### config.mk
export PLATFORM = sky130hd
export DESIGN_NAME = tsc_thermal_scan
export DESIGN_NICKNAME = d
export VERILOG_FILES = /design/src/rtl/tsc_pkg.sv /design/src/rtl/tsc_scan_seq.sv /design/src/rtl/tsc_chan_mon.sv /design/src/rtl/tsc_thermal_scan.sv
export SDC_FILE = /design/constraint.sdc
export NUM_CORES = 1
export LEC_CHECK = 0
export BUFFER_PORTS_ARGS = -buffer_cell sky130_fd_sc_hd__buf_2
export CORE_MARGIN = 1.5
export CORE_UTILIZATION = 45
export DETAILED_ROUTE_END_ITERATION = 8
export GPL_TIMING_DRIVEN = 1
export PLACE_DENSITY = 0.65
export SETUP_SLACK_MARGIN = 0.02
export SLEW_MARGIN = 20
export SYNTH_ARGS = -nofsm -noshare
export SYNTH_HDL_FRONTEND = slang
export SYNTH_HIERARCHICAL = 1
export SYNTH_SLANG_ARGS = --single-unit
### constraint.sdc
create_clock -name clk_i -period 4.5 [get_ports clk_i]
set_input_delay 0 -clock clk_i [delete_from_list [all_inputs] [get_ports clk_i]]
set_output_delay 0 -clock clk_i [all_outputs]
set_load 0.01 [all_outputs]
### src/rtl/tsc_pkg.sv
package tsc_pkg;
  localparam logic [7:0] OFF_CTRL  = 8'h04;
  localparam logic [7:0] OFF_IEN   = 8'h08;
  localparam logic [7:0] OFF_PEND  = 8'h0C;
  localparam logic [7:0] OFF_DATA  = 8'h20;
  localparam logic [7:0] OFF_ACMP  = 8'h30;
  localparam logic [7:0] OFF_SCMP  = 8'h40;
  localparam logic [7:0] OFF_ADB   = 8'h60;
  localparam logic [7:0] OFF_SDB   = 8'h64;
  localparam logic [7:0] OFF_PNORM = 8'h68;
  localparam logic [7:0] OFF_PFAST = 8'h6C;

  localparam int unsigned EN_BIT    = 0;
  localparam int unsigned CH_FIELD  = 4;
  localparam int unsigned POL_BIT   = 8;
  localparam int unsigned GPIO_FLD  = 4;
  localparam int unsigned RST_FLD   = 8;
  localparam int unsigned EOC_BIT   = 8;

  typedef enum logic [1:0] {S_IDLE, S_START, S_WAIT, S_GAP} scan_state_e;
endpackage

### src/rtl/tsc_scan_seq.sv
module tsc_scan_seq
  import tsc_pkg::*;
#(
  parameter int unsigned NCH      = 3,
  parameter int unsigned PRESCALE = 1000,
  parameter int unsigned PER_W    = 16,
  parameter int unsigned CH_W     = 2
) (
  input  logic             clk_i,
  input  logic             rst_ni,
  input  logic             en_i,
  input  logic [NCH-1:0]   mask_i,
  input  logic             hot_i,
  input  logic [PER_W-1:0] per_norm_i,
  input  logic [PER_W-1:0] per_fast_i,
  input  logic             adc_done_i,
  output logic             adc_start_o,
  output logic [CH_W-1:0]  adc_chan_o,
  output logic             conv_done_o,
  output logic             scan_end_o
);
  localparam int unsigned PRE_W = (PRESCALE > 1) ? $clog2(PRESCALE) : 1;

  scan_state_e      st_q;
  logic [CH_W-1:0]  ch_q;
  logic [PRE_W-1:0] pre_q;
  logic [PER_W-1:0] pcnt_q;
  logic             first_v, nxt_v, tick, period_hit;
  logic [CH_W-1:0]  first_c, nxt_c;
  logic [PER_W-1:0] per_sel;

  always_comb begin
    first_v = 1'b0;
    first_c = '0;
    nxt_v   = 1'b0;
    nxt_c   = '0;
    for (int i = NCH - 1; i >= 0; i--) begin
      if (mask_i[i]) begin
        first_v = 1'b1;
        first_c = CH_W'(i);
      end
      if (mask_i[i] && (CH_W'(i) > ch_q)) begin
        nxt_v = 1'b1;
        nxt_c = CH_W'(i);
      end
    end
  end

  assign tick        = (pre_q == PRE_W'(PRESCALE - 1));
  assign per_sel     = hot_i ? per_fast_i : per_norm_i;
  // a period of 0 behaves as 1
  assign period_hit  = ((PER_W+1)'(pcnt_q) + (PER_W+1)'(1)) >= (PER_W+1)'(per_sel);
  assign conv_done_o = (st_q == S_WAIT) && adc_done_i;
  assign scan_end_o  = conv_done_o && !(en_i && nxt_v);
  assign adc_start_o = (st_q == S_START);
  assign adc_chan_o  = ch_q;

  always_ff @(posedge clk_i or negedge rst_ni) begin
    if (!rst_ni) begin
      st_q   <= S_IDLE;
      ch_q   <= '0;
      pre_q  <= '0;
      pcnt_q <= '0;
    end else begin
      unique case (st_q)
        S_IDLE: if (en_i && first_v) begin
          ch_q <= first_c;
          st_q <= S_START;
        end
        S_START: st_q <= S_WAIT;
        S_WAIT: if (adc_done_i) begin
          if (en_i && nxt_v) begin
            ch_q <= nxt_c;
            st_q <= S_START;
          end else if (en_i) begin
            pre_q  <= '0;
            pcnt_q <= '0;
            st_q   <= S_GAP;
          end else begin
            st_q <= S_IDLE;
          end
        end
        S_GAP: begin
          if (!en_i) begin
            st_q <= S_IDLE;
          end else if (tick) begin
            pre_q <= '0;
            if (period_hit) begin
              ch_q <= first_c;
              st_q <= first_v ? S_START : S_IDLE;
            end else begin
              pcnt_q <= pcnt_q + PER_W'(1);
            end
          end else begin
            pre_q <= pre_q + PRE_W'(1);
          end
        end
        default: st_q <= S_IDLE;
      endcase
    end
  end
endmodule

### src/rtl/tsc_chan_mon.sv
module tsc_chan_mon #(
  parameter int unsigned CODE_W = 12,
  parameter int unsigned DB_W   = 8
) (
  input  logic              clk_i,
  input  logic              rst_ni,
  input  logic              sample_i,
  input  logic [CODE_W-1:0] code_i,
  input  logic [CODE_W-1:0] alarm_cmp_i,
  input  logic [CODE_W-1:0] shut_cmp_i,
  input  logic [DB_W-1:0]   alarm_db_i,
  input  logic [DB_W-1:0]   shut_db_i,
  input  logic              shut_en_i,
  output logic              hot_o,
  output logic              alarm_fire_o,
  output logic              shut_hit_o
);
  logic            alarm_x, shut_x;
  logic [DB_W-1:0] acnt_q, scnt_q;

  function automatic logic reached(logic [DB_W-1:0] cnt, logic [DB_W-1:0] db);
    logic [DB_W:0] need;
    need = (db == '0) ? (DB_W+1)'(1) : (DB_W+1)'(db);
    return ((DB_W+1)'(cnt) + (DB_W+1)'(1)) >= need;
  endfunction

  function automatic logic [DB_W-1:0] bump(logic [DB_W-1:0] cnt);
    return (&cnt) ? cnt : cnt + DB_W'(1);
  endfunction

  // codes fall as temperature rises
  assign alarm_x      = code_i <= alarm_cmp_i;
  assign shut_x       = code_i <= shut_cmp_i;
  assign hot_o        = sample_i && (alarm_x || shut_x);
  assign alarm_fire_o = sample_i && alarm_x && reached(acnt_q, alarm_db_i);

  always_ff @(posedge clk_i or negedge rst_ni) begin
    if (!rst_ni) begin
      acnt_q     <= '0;
      scnt_q     <= '0;
      shut_hit_o <= 1'b0;
    end else if (sample_i) begin
      acnt_q <= alarm_x ? bump(acnt_q) : '0;
      scnt_q <= shut_x ? bump(scnt_q) : '0;
      if (shut_en_i && shut_x && reached(scnt_q, shut_db_i)) shut_hit_o <= 1'b1;
    end
  end
endmodule

### src/rtl/tsc_thermal_scan.sv
module tsc_thermal_scan
  import tsc_pkg::*;
#(
  parameter int unsigned NCH          = 3,
  parameter int unsigned CODE_W       = 12,
  parameter int unsigned DB_W         = 8,
  parameter int unsigned PER_W        = 16,
  parameter int unsigned PRESCALE     = 1000,
  parameter int unsigned PER_NORM_RST = 250,
  parameter int unsigned PER_FAST_RST = 50,
  parameter int unsigned DB_RST       = 4,
  localparam int unsigned CH_W        = (NCH > 1) ? $clog2(NCH) : 1
) (
  input  logic              clk_i,
  input  logic              rst_ni,
  input  logic [7:0]        bus_addr_i,
  input  logic              bus_we_i,
  input  logic [31:0]       bus_wdata_i,
  output logic [31:0]       bus_rdata_o,
  output logic              adc_start_o,
  output logic [CH_W-1:0]   adc_chan_o,
  input  logic              adc_done_i,
  input  logic [CODE_W-1:0] adc_code_i,
  output logic              irq_o,
  output logic              shut_gpio_o,
  output logic              shut_rst_o
);
  logic              scan_en_q, pol_q, eoc_q, hot_acc_q, hot_q;
  logic [NCH-1:0]    mask_q, aien_q, gpio_rt_q, rst_rt_q, apend_q;
  logic [NCH-1:0]    shut_hit, afire, hot_v, sample;
  logic [CODE_W-1:0] data_q [NCH];
  logic [CODE_W-1:0] acmp_q [NCH];
  logic [CODE_W-1:0] scmp_q [NCH];
  logic [DB_W-1:0]   adb_q, sdb_q;
  logic [PER_W-1:0]  pnorm_q, pfast_q;
  logic              conv_done, scan_end, pend_wr, gpio_act;

  tsc_scan_seq #(.NCH(NCH), .PRESCALE(PRESCALE), .PER_W(PER_W), .CH_W(CH_W)) u_seq (
    .clk_i, .rst_ni,
    .en_i(scan_en_q), .mask_i(mask_q), .hot_i(hot_q),
    .per_norm_i(pnorm_q), .per_fast_i(pfast_q),
    .adc_done_i, .adc_start_o, .adc_chan_o,
    .conv_done_o(conv_done), .scan_end_o(scan_end)
  );

  for (genvar g = 0; g < NCH; g++) begin : g_ch
    assign sample[g] = conv_done && (adc_chan_o == CH_W'(g));
    tsc_chan_mon #(.CODE_W(CODE_W), .DB_W(DB_W)) u_mon (
      .clk_i, .rst_ni,
      .sample_i(sample[g]), .code_i(adc_code_i),
      .alarm_cmp_i(acmp_q[g]), .shut_cmp_i(scmp_q[g]),
      .alarm_db_i(adb_q), .shut_db_i(sdb_q), .shut_en_i(mask_q[g]),
      .hot_o(hot_v[g]), .alarm_fire_o(afire[g]), .shut_hit_o(shut_hit[g])
    );
  end

  assign pend_wr = bus_we_i && (bus_addr_i == OFF_PEND);

  always_ff @(posedge clk_i or negedge rst_ni) begin
    if (!rst_ni) begin
      scan_en_q <= 1'b0;
      pol_q     <= 1'b0;
      mask_q    <= '0;
      aien_q    <= '0;
      gpio_rt_q <= '0;
      rst_rt_q  <= '0;
      apend_q   <= '0;
      eoc_q     <= 1'b0;
      adb_q     <= DB_W'(DB_RST);
      sdb_q     <= DB_W'(DB_RST);
      pnorm_q   <= PER_W'(PER_NORM_RST);
      pfast_q   <= PER_W'(PER_FAST_RST);
      hot_acc_q <= 1'b0;
      hot_q     <= 1'b0;
      for (int n = 0; n < NCH; n++) begin
        data_q[n] <= '0;
        acmp_q[n] <= '0;
        scmp_q[n] <= '0;
      end
    end else begin
      if (bus_we_i) begin
        unique case (bus_addr_i)
          OFF_CTRL: begin
            scan_en_q <= bus_wdata_i[EN_BIT];
            mask_q    <= bus_wdata_i[CH_FIELD +: NCH];
            pol_q     <= bus_wdata_i[POL_BIT];
          end
          OFF_IEN: begin
            aien_q    <= bus_wdata_i[0 +: NCH];
            gpio_rt_q <= bus_wdata_i[GPIO_FLD +: NCH];
            rst_rt_q  <= bus_wdata_i[RST_FLD +: NCH];
          end
          OFF_ADB:   adb_q   <= bus_wdata_i[DB_W-1:0];
          OFF_SDB:   sdb_q   <= bus_wdata_i[DB_W-1:0];
          OFF_PNORM: pnorm_q <= bus_wdata_i[PER_W-1:0];
          OFF_PFAST: pfast_q <= bus_wdata_i[PER_W-1:0];
          default: ;
        endcase
      end
      for (int n = 0; n < NCH; n++) begin
        if (bus_we_i && bus_addr_i == OFF_ACMP + 8'(4 * n)) acmp_q[n] <= bus_wdata_i[CODE_W-1:0];
        if (bus_we_i && bus_addr_i == OFF_SCMP + 8'(4 * n)) scmp_q[n] <= bus_wdata_i[CODE_W-1:0];
        if (sample[n]) data_q[n] <= adc_code_i;
      end
      // a new event wins over a same-cycle clear
      apend_q <= (apend_q & ~(pend_wr ? bus_wdata_i[NCH-1:0] : '0)) | afire;
      eoc_q   <= conv_done | (eoc_q & ~(pend_wr & bus_wdata_i[EOC_BIT]));
      if (scan_end) begin
        hot_q     <= hot_acc_q | (|hot_v);
        hot_acc_q <= 1'b0;
      end else if (conv_done) begin
        hot_acc_q <= hot_acc_q | (|hot_v);
      end
    end
  end

  always_comb begin
    bus_rdata_o = '0;
    unique case (bus_addr_i)
      OFF_CTRL: begin
        bus_rdata_o[EN_BIT]             = scan_en_q;
        bus_rdata_o[CH_FIELD +: NCH]    = mask_q;
        bus_rdata_o[POL_BIT]            = pol_q;
      end
      OFF_IEN: begin
        bus_rdata_o[0 +: NCH]           = aien_q;
        bus_rdata_o[GPIO_FLD +: NCH]    = gpio_rt_q;
        bus_rdata_o[RST_FLD +: NCH]     = rst_rt_q;
      end
      OFF_PEND: begin
        bus_rdata_o[0 +: NCH]           = apend_q;
        bus_rdata_o[EOC_BIT]            = eoc_q;
      end
      OFF_ADB:   bus_rdata_o = 32'(adb_q);
      OFF_SDB:   bus_rdata_o = 32'(sdb_q);
      OFF_PNORM: bus_rdata_o = 32'(pnorm_q);
      OFF_PFAST: bus_rdata_o = 32'(pfast_q);
      default: ;
    endcase
    for (int n = 0; n < NCH; n++) begin
      if (bus_addr_i == OFF_DATA + 8'(4 * n)) bus_rdata_o = 32'(data_q[n]);
      if (bus_addr_i == OFF_ACMP + 8'(4 * n)) bus_rdata_o = 32'(acmp_q[n]);
      if (bus_addr_i == OFF_SCMP + 8'(4 * n)) bus_rdata_o = 32'(scmp_q[n]);
    end
  end

  assign irq_o       = |(apend_q & aien_q);
  assign gpio_act    = |(shut_hit & gpio_rt_q);
  assign shut_gpio_o = pol_q ? gpio_act : ~gpio_act;
  assign shut_rst_o  = |(shut_hit & rst_rt_q);
endmodule

# --- Yosys cells after proc, flatten, opt, wreduce, memory -nomap -nowiden ---
# Index checks and enable logic that the tools add are counted.
word_totals:
  reg_bits: 257
  wordCells: 267
op_classes:
  n_addsub: 15
  magnitude_cmp: 16
  eq_ne: 39
  n_mux: 77
  n_bitwise: 12
  reduce_logical: 72
op_table:
  columns: ["operator", "count"]
  rows:
  - ["32-bit two-way mux", 9]
  - ["16-bit two-way mux", 7]
  - ["8-bit two-way mux", 14]
  - ["12-bit <= comparator", 6]
  - ["8-bit by 7-bit == test with 1-bit output, second input constant", 7]
  - ["8-bit by 1-bit adder with 9-bit output, second input constant", 6]
  - ["9-bit >= comparator", 6]
  - ["10-bit two-way mux", 5]
  - ["8-bit by 1-bit adder with 8-bit output, second input constant", 6]
  - ["8-bit by 6-bit == test with 1-bit output, second input constant", 6]
  - ["8-bit AND reduction", 6]
  - ["2-bit two-way mux", 19]
  - ["1-bit logical AND", 32]
  - ["16-bit case mux with 2 select lines", 1]
  - ["2-bit AND reduction", 15]
  - ["2-bit inequality test, second input constant", 12]
  - ["10-bit case mux with 2 select lines", 1]
  - ["3-bit case mux with 6 select lines", 1]
  - ["16-bit by 1-bit adder with 17-bit output, second input constant", 1]
  - ["17-bit by 16-bit >= comparator with 1-bit output", 1]
  - ["16-bit by 1-bit adder with 16-bit output, second input constant", 1]
  - ["8-bit by 4-bit == test with 1-bit output, second input constant", 2]
  - ["8-bit logical NOT", 2]
  - ["7-bit AND reduction", 2]
  - ["other kinds (32)", 63]

# --- Depth between registers and ports, before layout ---
depth:
  depth_word: 11
  ltp_mapped: 15
  mapped_depth_nobuf: 14

# --- Cells and area by module ---
# The synthesis kept the hierarchy.
modules_own_cells:
  columns: ["mod", "n_inst", "cells_per_inst", "area_per_inst_um2"]
  rows:
  - ["tsc_thermal_scan", 1, 771, 9026.2]
  - ["tsc_chan_mon", 3, 247, 2054.5]
  - ["tsc_scan_seq", 1, 277, 2408.6]

# --- Worst setup path after synthesis ---
# No wires, ideal clock.
synth_path:
  path_kind: "register to register"
  start: "register u_seq.pcnt_q[0]"
  end: "register u_seq.ch_q[1] (netlist: u_seq/adc_chan_o[1])"
  setup_time_ns: 0.124
  t_arrival_ns: 3.463
  t_required_ns: 4.376
  setup_slack_ns: 0.913
  stages_incl_launch_ff: 15
  n_path_buf: 1
  period_less_slack_ns: 3.587
  path_cell_list: "dfrtp_1 ha_1 nand4_1 or4_4 buf_6 nor2_1 xor2_1 ha_1 nand4_1 or4_1 o21ai_4 nor3_2 o21a_1 or4_4 mux2i_1"
synth_between:
  elab_chain_len: 4
synth_rtl:
  columns: ["element", "line_no", "source"]
  rows:
  - ["start, declared", "tsc_scan_seq.sv:27", "logic [PER_W-1:0] pcnt_q;"]
  - ["start signal, assigned", "tsc_scan_seq.sv:92", "pcnt_q <= pcnt_q + PER_W'(1);"]
  - ["16-bit by 1-bit adder with 17-bit output", "tsc_scan_seq.sv:52", "assign period_hit = ((PER_W+1)'(pcnt_q) + (PER_W+1)'(1)) >= (PER_W+1)'(per_sel);"]
  - ["17-bit by 16-bit >= comparator with 1-bit output", "tsc_scan_seq.sv:52", null]
  - ["2-bit by 1-bit inequality test with 1-bit output (no source line)", null, null]
  - ["7-bit AND reduction (no source line)", null, null]
  - ["end signal, assigned", "tsc_scan_seq.sv:67", "ch_q <= first_c;"]
  - ["end signal, assigned", "tsc_scan_seq.sv:73", "ch_q <= nxt_c;"]
  - ["end signal, assigned", "tsc_scan_seq.sv:89", "ch_q <= first_c;"]
  - ["end, declared", "tsc_scan_seq.sv:25", "logic [CH_W-1:0] ch_q;"]
# No other way between the ends.
# A chain may end at the register's enable or synchronous reset.

# --- Worst setup path in the final report ---
layout_path:
  start: "register u_seq.pcnt_q[2]"
  end: "register u_seq.ch_q[1] (netlist: u_seq/adc_chan_o[1])"
# The elaborated chain is that of the path after synthesis.

==> results.py <==
metrics = {
    "sta": {
        "rsz0062_at_grt": "no",
        "hold_ws_ps": 52.71,
        "slew_violations": 0,
        "max_freq_mhz": 251.4,
        "timing.final.crit_share_pct": 88.41,
        "fin_setup_tns_ps": 0,
        "setup_violations": 0,
        "hold_viol_final": 0,
        "worst_slew_pin_slew_ps": 942.0,
        "slew_headroom_pct": 37.20,
        "setup_ws_ps": 521.8,
        "skew_ps": 29.07,
        "finalCriticalPeriod_ps": 3978,
    },
    "drt": {
        "antenna_left": 0,
        "dr.first_iter.drc_count": 1122,
        "wl_per_cell_um": 21.76,
        "vias": 14210,
        "route.detailed.drc": 0,
        "vias_per_cell": 5.962,
        "firstDrtPassIters": 6,
        "routed_wl_um": 51870,
    },
    "min_path": {
        "hp-class": "primary input to asynchronous set/reset pin",
    },
    "critical_path": {
        "cp_slowest_cell": "or4_1",
        "critPathLaunchType": "flip-flop",
        "critPathArrivalTime_ps": 4470,
        "r2r_slack_ps": 520,
        "cpPeakStageDelay_ps": 620,
        "crit_chain": "nand3_2, nor3_1, nand3_1, or2_2, xnor2_1, ha_1, nand4_1, or4_1, o21ai_4, nor3_2, o21a_1, or4_4, mux2i_1",
        "endpoint_kind": "flip-flop",
        "required_ps": 4990,
        "crit_fanout": 8,
        "crit_type": "flip-flop to flip-flop",
    },
    "clock_tree": {
        "clk_pin_slew_ps": 60,
        "cts_resized": 0,
        "cts_setup_buffers": 0,
        "cts_tree": "done",
        "ctsHoldBuffers": 30,
        "insertion_delay_ps": 610,
        "numCtsBuffers": 31,
        "cts_max_path_buffers": 3,
        "htreeDepth": 1,
        "clock_sinks": 257,
        "cts_root_buffer": "clkbuf_16",
    },
    "synth": {
        "ys_ff_latch": 257,
        "yosysWarningCount": 6,
        "synth_edf_count": 0,
        "synth.area.top_cells": "dfrtp_1, ha_1, mux2_2",
        "syn_inst": 1789,
        "synth_commonest_cells": "dfrtp_1, nand2_1, ha_1, inv_1, mux2_2",
        "synthFlopType": "dfrtp_1",
        "synth_top_area_share_pct": 34.98,
        "synthArstFlopShare_pct": 100.0,
        "yosysSeqAreaShare_pct": 36.62,
        "synthMostInstantiatedCell": "dfrtp_1",
        "synth_cell_type_count": 94,
        "synth.cell_area_mm2": 0.01760,
        "synth.avg_cell_area_um2": 9.837,
        "synth_top_cell_by_area": "dfrtp_1",
    },
    "die": {
        "rows": 72,
        "dieHeight_um": 200.8,
        "die_w_um": 200.8,
        "start_util_pct": 45.54,
        "dieArea_mm2": 0.04030,
        "ioPinCount": 94,
        "coreArea_mm2": 0.03865,
    },
    "finish": {
        "final_nets": 2045,
        "final_cells": 2384,
        "finish.utilization_pct": 50.34,
        "area_growth_pct": 10.56,
        "ff_latch_area_mm2": 0.006445,
        "drive_gt1_share_pct": 19.41,
        "fillCellCount": 3504,
        "multi_input_comb_area_mm2": 0.01012,
    },
    "global_route": {
        "grt_usage_pct": 25.74,
        "antenna_found_initial": 4,
        "grt_pass1_wl_um": 81220,
        "grt_pass1_vias": 14110,
        "grt-ovfl-total": 0,
        "grt_max_degree": 110,
    },
    "placement": {
        "dp_hpwl_um": 37140,
        "placed_cells": 2300,
        "port_buffers": 61,
        "place_ws_ps": 582.1,
        "gp_congestion": 0.9350,
    },
    "job": {
        "cap_violations": 0,
    },
    "pwr": {
        "p_leak_uw": 0.008890,
        "peakVddDrop_uv": 303.5,
        "power.density_mw_per_mm2": 289.6,
    },
    "status": {
        "status": "complete, no violations",
    },
}
## report_power, final
part           switching, µW  leakage (µW)  total [µW]  internal (µW)
Combinational            407       0.00498         692            285
Clock                   1040      0.000483        2450           1400
Sequential               110       0.00343        2500           2390
Total                   1560       0.00889        5640           4070
## routing by layer
layer | GRT usage [%] | part of all wire, %
met5 | 0 | 0.013
met4 | 9.211 | 3.8
met3 | 5.812 | 7.6
met2 | 39.52 | 44
met1 | 35.63 | 44
## worst max-delay path, delay by kind of cell, from the launching register on
family                     cells  cell delay [ps]
and+or+nand+nor                8             2540
adders and majority gates      1              310
xor gates and xnor gates       1              160
muxes                          1              140
AOI/OAI and AO/OA              2              260
DFF                            1              460
## worst paths after layout
| path | endpoint | start | depth (start not counted) |
|---|---|---|---|
| max | u_seq/adc_chan_o[1] | u_seq/pcnt_q[2] | 13 |
| min | acmp_q[9] | rst_ni | 2 |
| max reg2reg | u_seq/adc_chan_o[1] | u_seq/pcnt_q[2] | 13 |
| min reg2reg | data_q[1] | data_q[1] | 2 |
| max in group asynchronous | pfast_q[11] | rst_ni | 3 |
| min in group clk_i | sdb_q[3] | bus_we_i | 3 |
## state kept, by name (all words and copies together), names as in the netlist, 2 cells and up
register,cells
u_seq/st_q,2
adb_q,8
u_seq/adc_chan_o,2
g_ch.u_mon/acnt_q,24
apend_q,3
g_ch.u_mon/shut_hit_o,3
acmp_q,36
gpio_rt_q,3
u_seq/pre_q,10
g_ch.u_mon/scnt_q,24
aien_q,3
rst_rt_q,3
sdb_q,8
mask_q,3
pfast_q,16
u_seq/pcnt_q,16
data_q,36
scmp_q,36
pnorm_q,16
## through the flow
step	cell area, µm²	total power, µW
6_report	19460	5635
5_1_grt	19450	5852
4_1_cts	19450	5668
3_5_place_dp	18180	3200
3_3_place_gp	18180	3171
2_1_floorplan	17650	2936
## cell families (layout without fill, tap and decap cells)
family	Yosys count	after routing	synth area share, %
XOR/XNOR	55	55	2.737
adder cells (fa/ha/maj)	144	144	10.24
buffers and inverters	238	299	6.278
other	1	17	0.02131
multiplexers	188	188	12.89
AND/OR/NAND/NOR	491	491	15.29
AO/OA/AOI/OAI	415	415	15.93
flip-flops	257	257	36.62
## placed cells by master (no fill, tap or decap), types with 9 or more instances in the layout
cell,n
dlygate4sd3_1,30
nand3_1,61
dfrtp_1,246
nor4_1,13
a41o_1,9
ha_1,144
a21o_1,19
and3_1,27
a22oi_1,20
o21ai_0,76
nor2_1,74
xor2_1,26
xnor2_1,29
o22ai_1,24
nand2b_1,15
mux2_4,30
buf_4,16
nor3_1,13
clkbuf_16,31
buf_2,60
o211ai_1,21
nand2_1,159
a22o_1,16
o21a_1,15
mux2i_1,23
conb_1,16
o31ai_1,9
nand4_1,30
a21oi_1,113
dfstp_2,11
nor2b_1,23
inv_1,138
mux2_2,129
## area by class of cell
| type | count | area share [%] |
|---|---|---|
| multi-input combinational | 1309 | 51.99 |
| timing repair buffer | 108 | 3.884 |
| tap | 518 | 3.331 |
| inverter | 138 | 2.662 |
| clock inverter | 11 | 0.5338 |
| clock buffer | 42 | 4.457 |
| sequential | 257 | 33.13 |
| antenna | 1 | 0.01286 |
(Power assumes the default switching activity.)
